[config.mk]
export PLATFORM = sky130hd
export DESIGN_NAME = tmr_cap_chan
export DESIGN_NICKNAME = d
export VERILOG_FILES = /design/src/rtl/tmr_cap_chan.sv
export SDC_FILE = /design/constraint.sdc
export NUM_CORES = 1
export LEC_CHECK = 0
export BUFFER_PORTS_ARGS = -buffer_cell sky130_fd_sc_hd__buf_2
export CAP_MARGIN = 30
export CELL_PAD_IN_SITES_DETAIL_PLACEMENT = 0
export CELL_PAD_IN_SITES_GLOBAL_PLACEMENT = 1
export CORE_MARGIN = 2
export CORE_UTILIZATION = 37
export CTS_BUF_LIST = sky130_fd_sc_hd__clkbuf_4 sky130_fd_sc_hd__clkbuf_8
export CTS_CLUSTER_SIZE = 14
export DETAILED_ROUTE_END_ITERATION = 6
export GPL_ROUTABILITY_DRIVEN = 0
export PLACE_DENSITY = 0.9
export SYNTH_ARGS = -nofsm -noshare
export SYNTH_HDL_FRONTEND = slang
export SYNTH_SLANG_ARGS = --single-unit
[constraint.sdc]
create_clock -name clk -period 2.18 [get_ports clk]
set_input_delay 0.218 -clock clk [delete_from_list [all_inputs] [get_ports clk]]
set_output_delay 0.218 -clock clk [all_outputs]
set_load 0.005 [all_outputs]
[src/rtl/tmr_cap_chan.sv]
module tmr_cap_chan #(
  parameter int TB_W = 24,
  parameter int MODE_W = 7
) (
  input  logic              clk,
  input  logic              rst_n,
  input  logic [MODE_W-1:0] mode_i,
  input  logic              edge_both_i,
  input  logic              edge_pol_i,
  input  logic              pin_i,
  input  logic [TB_W-1:0]   tbase_i,
  input  logic              flag_clr_i,
  output logic [TB_W-1:0]   cap_o,
  output logic              pin_lvl_o,
  output logic              flag_o,
  output logic              pin_o
);
  localparam logic [MODE_W-1:0] M_PIN_IN  = MODE_W'(0);
  localparam logic [MODE_W-1:0] M_PIN_OUT = MODE_W'(1);
  localparam logic [MODE_W-1:0] M_CAPT    = MODE_W'(2);

  logic [MODE_W-1:0] mode_q;
  logic              pin_q;
  logic              armed_q;
  logic              hit, steady, pin_mode_q, ev_in, ev_cap, ev;

  assign pin_lvl_o  = pin_i;
  assign steady     = (mode_i == mode_q);
  assign pin_mode_q = (mode_q == M_PIN_IN) || (mode_q == M_PIN_OUT);

  always_comb begin
    if (edge_both_i)     hit = pin_i ^ pin_q;
    else if (edge_pol_i) hit = pin_i & ~pin_q;
    else                 hit = ~pin_i & pin_q;
  end

  assign ev_in  = hit && steady && (mode_i == M_PIN_IN);
  assign ev_cap = hit && steady && (mode_i == M_CAPT) && armed_q;
  assign ev     = ev_in || ev_cap;

  always_ff @(posedge clk or negedge rst_n) begin
    if (!rst_n) begin
      mode_q  <= M_PIN_IN;
      pin_q   <= 1'b0;
      armed_q <= 1'b0;
      cap_o   <= '0;
      flag_o  <= 1'b0;
      pin_o   <= 1'b0;
    end else begin
      mode_q <= mode_i;
      pin_q  <= pin_i;
      if (mode_i != M_CAPT)
        armed_q <= 1'b0;
      else if (!steady && pin_mode_q)
        armed_q <= 1'b1;
      if (ev_cap)
        cap_o <= tbase_i;
      flag_o <= ev || (flag_o && !flag_clr_i);
      if (mode_i == M_PIN_OUT)
        pin_o <= edge_pol_i;
    end
  end
endmodule


==> run summary, run 1 <==
Outcome: finished, final reports clean
Max-slew headroom: 0.4964
Num CTS Buffers: 5
Worst-path clk slew: 0.07 ns
Fill cells: 321
DR vias/cell: 4.749
CTS tree: yes
Worst path slowest cell: dfrtp_1
Crit Path Class: flip-flop to flip-flop
First-pass GRT wire length: 4926 microns
Worst setup path start: pin_q$_DFF_PN0_
Critical Path Sink: cap_o[13]$_DFFE_PN0P_
Maxcap violations: 0
Tmin final: 2.078 ns
Adder-Cell Fraction of Synth Area: 0.01775
H-tree Lvls: 2
Non-Filler Instances: 211
GR Util All Layers: 0.1561
Synthesized-area fraction occupied by and/or/nand/nor cells: 0.07010
Mux share of post-synthesis cell area: 0.1996
Core area: 3661 sq um
Final ANT Viol Nets: 0
Fmax achieved: 481.3 MHz
Share of layout cells above drive strength 1: 0.6135
Largest family of logic cells by synthesized area: multiplexers
Via count: 1002
Final slew viol count: 0
Register area share after synthesis: 0.6211
Synthesized area per cell: 15.33 sq um
Mapped Cells: 92
Critical Path Fanout Max: 24
Worst hold path class: primary input to async pin
Post-synth EDFFs: 0
Post-Route WL: 2884 microns
Pwr dens: 700.3 nW/um^2
Top_reg_cell synth: dfrtp_1
Initial antenna violation count: 0
Critical path required time: 2.34 ns
Vias in the first global route: 1104
GRT overflow: 0
FF+latch count, synth: 35
Setup crit start kind: flip-flop
Row cnt: 22
Share of the synthesized area in the top cell type: 0.6211
Top post-synthesis cells by area: dfrtp_1, mux2_2, xnor2_1, ha_1, buf_6
Starting Density: 0.3852
Post-placement cell count: 203
RR Startpoint: pin_q$_DFF_PN0_
Flop pwr share: 0.498
Largest net degree at the start of global routing: 36
CP endpoint kind: flip-flop
Synth Cell Area: 1410 sq um
Yosys warns: 0
Drt first pass iters: 4
# nets final: 201
Reg2Reg Setup Slack: 0.10 ns
Synth cell types: 24
Post-CTS Setup Bufs: 0
Critical path's largest stage delay: 0.39 ns
Final instance area: 1908 sq um
Hold bufs inserted after CTS: 0
Worst EP arrival: 2.24 ns
Post-layout power: 1.336 mW
Clk_skew: 0.005196 ns
Worst-Skew Late Latency: 0.28 ns
DIE HEIGHT: 65.74 microns
CP cell instances: ha_1 -> a21oi_1 -> nand4_1 -> nor4_4 -> buf_12 -> mux2_2
Ant. Diodes: 0
Port Buf Inserts: 63
I/O pin count: 64
Longest Clk Path Bufs: 2
Multi-input gate area: 493.0 sq um
Core Util, Final: 0.5212
Sink Count: 35
Clk network pwr share: 0.440
R2R cell count: 6
Clk root buf: clkbuf_8
NetSw: 0.2654 mW
Syn Nets: 131
Complex-gate fraction of the synthesized area: 0.02484
R2r endpoint: cap_o[13]$_DFFE_PN0P_
WL/cell: 13.67 microns
Worst slew pin tran: 0.7553 ns
Share of total power in combinational logic: 0.062
Synth Area in XOR/XNOR: 0.03727
Fraction of registers with async set/reset: 1.000
HPWL Detailed: 2243 microns
Pleak: 1.059 nW
Synth-to-Final Area Change: 35.32%
Power Internal: 1.071 mW
Die area: 4321 sq um
Peak VDD IR: 440.9 uV
Total DRC errors in the routed layout: 0
RSZ-0062 raised after global routing: no
Setup violations, final: 0
Switching fraction of total power: 0.1986
DRT iter0 DRCs: 33
Placed Area: 1790 sq um
Die W: 65.74 microns
Register area: 875.8 sq um
Cts repair resizes: 0
Final worst path period share: 0.9531
Fin. Hold Viols: 0
Area leader, netlist: dfrtp_1
==> flip-flops by register name, summed over array words and instances (netlist names) <==
register  cells
flag_o        1
pin_o         1
cap_o        24
mode_q        7
pin_q         1
armed_q       1
==> power by group through the flow <==
stage / combinational [mW] / clock, mW / sequential [mW]
2_1_floorplan: 0.0241 / 0 / 0.677
3_3_place_gp: 0.0803 / 0 / 0.677
3_5_place_dp: 0.0844 / 0 / 0.678
4_1_cts: 0.0847 / 0.606 / 0.666
5_1_grt: 0.0940 / 0.646 / 0.667
6_report: 0.0830 / 0.587 / 0.666
==> cells by family (layout without fill, tap and decap cells) <==
logic type | count (synthesis) | in the layout
flops | 35 | 35
mux | 25 | 25
fa+ha+maj | 2 | 2
xor+xnor | 6 | 6
simple gates | 13 | 13
buf+inv | 6 | 77
compound gates | 5 | 5
==> metal layers <==
layer	up-vias	part of all wire	global-route usage
met2	44	0.51	0.2778
met3	2	0.080	0.05822
li1	461	-	-
met5	-	0	0
met1	495	0.40	0.1650
met4	0	0.0094	0.06250
==> critical path: cells and delay by family, from the launching register on <==
family / cells / cell delay, ns
simple gates: 2 / 0.59
flops: 1 / 0.39
mux: 1 / 0.35
fa+ha+maj: 1 / 0.28
buf+inv: 1 / 0.22
compound gates: 1 / 0.14
==> synthesized netlist by cell type, types with 2 or more instances <==
| master | instances |
|---|---|
| inv_1 | 3 |
| dfrtp_1 | 35 |
| a21oi_1 | 2 |
| mux2_2 | 24 |
| ha_1 | 2 |
| buf_6 | 2 |
| nor3_1 | 2 |
| xnor2_1 | 6 |
==> stage by stage <==
step                worst slack (ns)  hold slack [ns]  setup TNS, ns
global route                 0.02675          0.05647              0
floorplan                    0.04794         -0.07759              0
detailed placement          -0.04498           0.3327        -0.8372
CTS                          0.09126          0.02592              0
finish                        0.1023         0.006475              0
global placement           -0.004344           0.3115       -0.02328
==> placed cells by master (no fill, tap or decap) <==
master     count
a21oi_1        2
and2_1         1
buf_12         1
buf_2         63
buf_4          2
bufinv_16      1
clkbuf_8       6
clkinv_2       1
dfrtp_1       35
ha_1           2
inv_1          3
mux2_1         1
mux2_2        24
nand2b_1       1
nand3_1        1
nand4_1        1
nor2_1         1
nor2b_1        1
nor3_1         2
nor4_1         1
nor4_4         1
nor4b_1        1
o21bai_1       1
o311ai_0       1
o41ai_1        1
or3_4          1
or4_1          1
xnor2_1        6
==> worst min-delay path by stage <==
| stage | start | end | slack (ns) |
|---|---|---|---|
| after detailed placement | rst_n | flag_o$_DFF_PN0_ | 0.33 |
| final | rst_n | mode_q[3]$_DFF_PN0_ | 0.006 |
| after floorplan | rst_n | armed_q$_DFFE_PN0P_ | -0.08 |
| after global placement | rst_n | pin_o$_DFFE_PN0N_ | 0.31 |
| after global routing | rst_n | mode_q[5]$_DFF_PN0_ | 0.06 |
| after CTS | rst_n | mode_q[3]$_DFF_PN0_ | 0.03 |
==> cell type report <==
| class | count | area share |
|---|---|---|
| timing repair buffer | 66 | 0.1836 |
| tap | 48 | 0.03148 |
| inverter | 3 | 0.005902 |
| clock buffer | 6 | 0.04328 |
| multi-input combinational | 51 | 0.2584 |
| sequential | 35 | 0.4590 |
| clock inverter | 2 | 0.01836 |
Power figures use the tool's default switching activity.
==> inputs of run 2 (changes only) <==
--- a/config.mk
+++ b/config.mk
@@ -9,6 +9,7 @@
 export CAP_MARGIN = 30
 export CELL_PAD_IN_SITES_DETAIL_PLACEMENT = 0
 export CELL_PAD_IN_SITES_GLOBAL_PLACEMENT = 1
+export CORE_ASPECT_RATIO = 0.75
 export CORE_MARGIN = 2
 export CORE_UTILIZATION = 37
 export CTS_BUF_LIST = sky130_fd_sc_hd__clkbuf_4 sky130_fd_sc_hd__clkbuf_8
==> run summary, run 2 (synthesis gave the netlist of run 1 again) <==
Final slew viol count: 0 (unchanged)
WL/cell: 12.94 microns (-5.3%)
Final ANT Viol Nets: 0 (unchanged)
Multi-input gate area: 493.0 sq um (unchanged)
GR Util All Layers: 0.1492 (-0.006853)
# nets final: 203 (+1.0%)
Worst hold path class: primary input to async pin
Failing checks: negative hold slack
Share of layout cells above drive strength 1: 0.6182 (+0.004685)
First-pass GRT wire length: 4685 microns (-4.9%)
Clk_skew: 0.002248 ns (-0.002948 ns)
M1 WL: 1137 microns (-1.2%)
Initial antenna violation count: 0 (unchanged)
Drt first pass iters: 4 (unchanged)
Final TNS setup: 0 ns (unchanged)
Fill cells: 339 (+5.6%)
DIE HEIGHT: 57.47 microns (-13%)
Met3 WL: 174 microns (-24%)
Non-Filler Instances: 217 (+2.8%)
Die W: 75.29 microns (+15%)
Setup crit start kind: flip-flop
Row cnt: 19 (-14%)
Worst-Skew Late Latency: 0.28 ns (about the same)
Pleak: 1.059 nW (about the same)
Hold bufs inserted after CTS: 0 (unchanged)
Max reg flops: 24 (unchanged)
Most flops, register: cap_o
Commonest cells after routing, fill and taps aside: buf_2, dfrtp_1, mux2_2
Synth-to-Final Area Change: 34.87%
Post-Route WL: 2809 microns (-2.6%)
Core area: 3661 sq um (unchanged)
Top Metal Used: met4
Max-slew headroom: 0.5045 (+0.008073)
CTS tree: yes
Longest Clk Path Bufs: 2 (unchanged)
Ant. Diodes: 0 (unchanged)
DRT iter0 DRCs: 24 (-27%)
GRT overflow: 0 (unchanged)
Critical path required time: 2.35 ns (about the same)
Fmax achieved: 483.9 MHz (+0.53%)
Crit Path Class: flip-flop to flip-flop
Worst slew pin tran: 0.7432 ns (-0.01211 ns)
I/O pin count: 64 (unchanged)
Outcome: finished with violations
Vias in the first global route: 1027 (-7.0%)
Starting Density: 0.3852 (unchanged)
Fin. Hold Viols: 2 (+2)
Largest net degree at the start of global routing: 36 (unchanged)
Final instance area: 1902 sq um (-0.33%)
Register area: 875.8 sq um (unchanged)
Via count: 1000 (-0.20%)
Clk root buf: clkbuf_8
Hold WS: -0.002578 ns (-0.009053 ns)
Pwr dens: 662.4 nW/um^2 (-5.4%)
Setup violations, final: 0 (unchanged)
Num CTS Buffers: 5 (unchanged)
Regs by FF count: cap_o (24), mode_q (7)
Commonest non-fill, non-tap cell in the layout: buf_2
Setup ws final: 0.1133 ns (+0.01099 ns)
Post-placement cell count: 209 (+3.0%)
Tmin final: 2.067 ns (-0.01099 ns)
Peak VDD IR: 356.8 uV (-19%)
H-tree Lvls: 2 (unchanged)
Worst EP arrival: 2.23 ns (about the same)
CP endpoint kind: flip-flop
Total DRC errors in the routed layout: 0 (unchanged)
Final worst path period share: 0.9480 (-0.005040)
Maxcap violations: 0 (unchanged)
Port Buf Inserts: 63 (unchanged)
RSZ-0062 raised after global routing: yes
HPWL Detailed: 2160 microns (-3.7%)
Critical path's largest stage delay: 0.38 ns (about the same)
Dpl ws: -0.05568 ns (-0.01070 ns)
Worst-path clk slew: 0.06 ns (about the same)
Critical Path Fanout Max: 12 (-50%)
Sink Count: 35 (unchanged)
DR vias/cell: 4.608 (-3.0%)
Placed Area: 1798 sq um (+0.42%)
Post-layout power: 1.260 mW (-5.7%)
Worst path slowest cell: dfrtp_1
CP cell instances: ha_1 -> a21oi_1 -> nand4_1 -> nor4_4 -> buf_4 -> mux2_2
Metal2 WL: 1456 microns (-1.4%)
Die area: 4326 sq um (+0.12%)
[run 2: cell types whose count changed in the layout (fill, tap and decap cells not counted), sizes merged]
cell    change
buf         +2
clkbuf      +2
bufinv      -1
clkinv      -1
[run 2: metal layers]
layer  track usage  vias up
met3       0.05124        5
li1              -      465
met2        0.2398       37
met5             0        -
met1        0.1838      493
met4       0.06015        0
[run 2: area by class of cell]
cell class                      count  share of cell area
Clock buffer                        8             0.05461
Inverter                            3            0.005921
Timing Repair Buffer               68              0.1855
Tap cell                           52             0.03421
Multi-Input combinational cell     51              0.2592
Sequential cell                    35              0.4605
[run 2: per-stage QoR]
step,utilization,hold WS (ns)
after floorplan,-,-0.07759
after global placement,0.4911,0.3152
final,0.5195,-0.002578
after CTS,0.5195,0.02761
after detailed placement,0.4911,0.3358
after global routing,0.5195,0.06035
[run 2: worst max-delay path, delay by kind of cell (launching register included)]
kind	cells	cell delay (ns)
adders and majority gates	1	0.29
AOI/OAI and AO/OA	1	0.14
buffers and inverters	1	0.26
DFF	1	0.38
muxes	1	0.36
and+or+nand+nor	2	0.54
[run 2: path summary, 6_finish.rpt]
check	start	to	slack, ns	cells past startpoint
max in group asynchronous	rst_n	cap_o[10]$_DFFE_PN0P_	1.71	1
worst max register to register	pin_q$_DFF_PN0_	cap_o[13]$_DFFE_PN0P_	0.11	6
worst max-delay path	pin_q$_DFF_PN0_	cap_o[13]$_DFFE_PN0P_	0.11	6
worst min register to register	cap_o[23]$_DFFE_PN0P_	cap_o[23]$_DFFE_PN0P_	0.48	1
min in group clk	mode_i[0]	mode_q[0]$_DFF_PN0_	0.08	1
worst min-delay path	rst_n	cap_o[2]$_DFFE_PN0P_	-0.003	1
[run 2: power by group]
group / internal [mW] / switching, mW
clock network: 0.300 / 0.212
logic: 0.0418 / 0.0404
registers: 0.660 / 0.00576
total: 1.00 / 0.258
[run 2: repair_timing]
action / in CTS / in global routing
setup endpoints to repair: 0 / 5
setup buffers: 0 / 0
resized for setup: 0 / 0
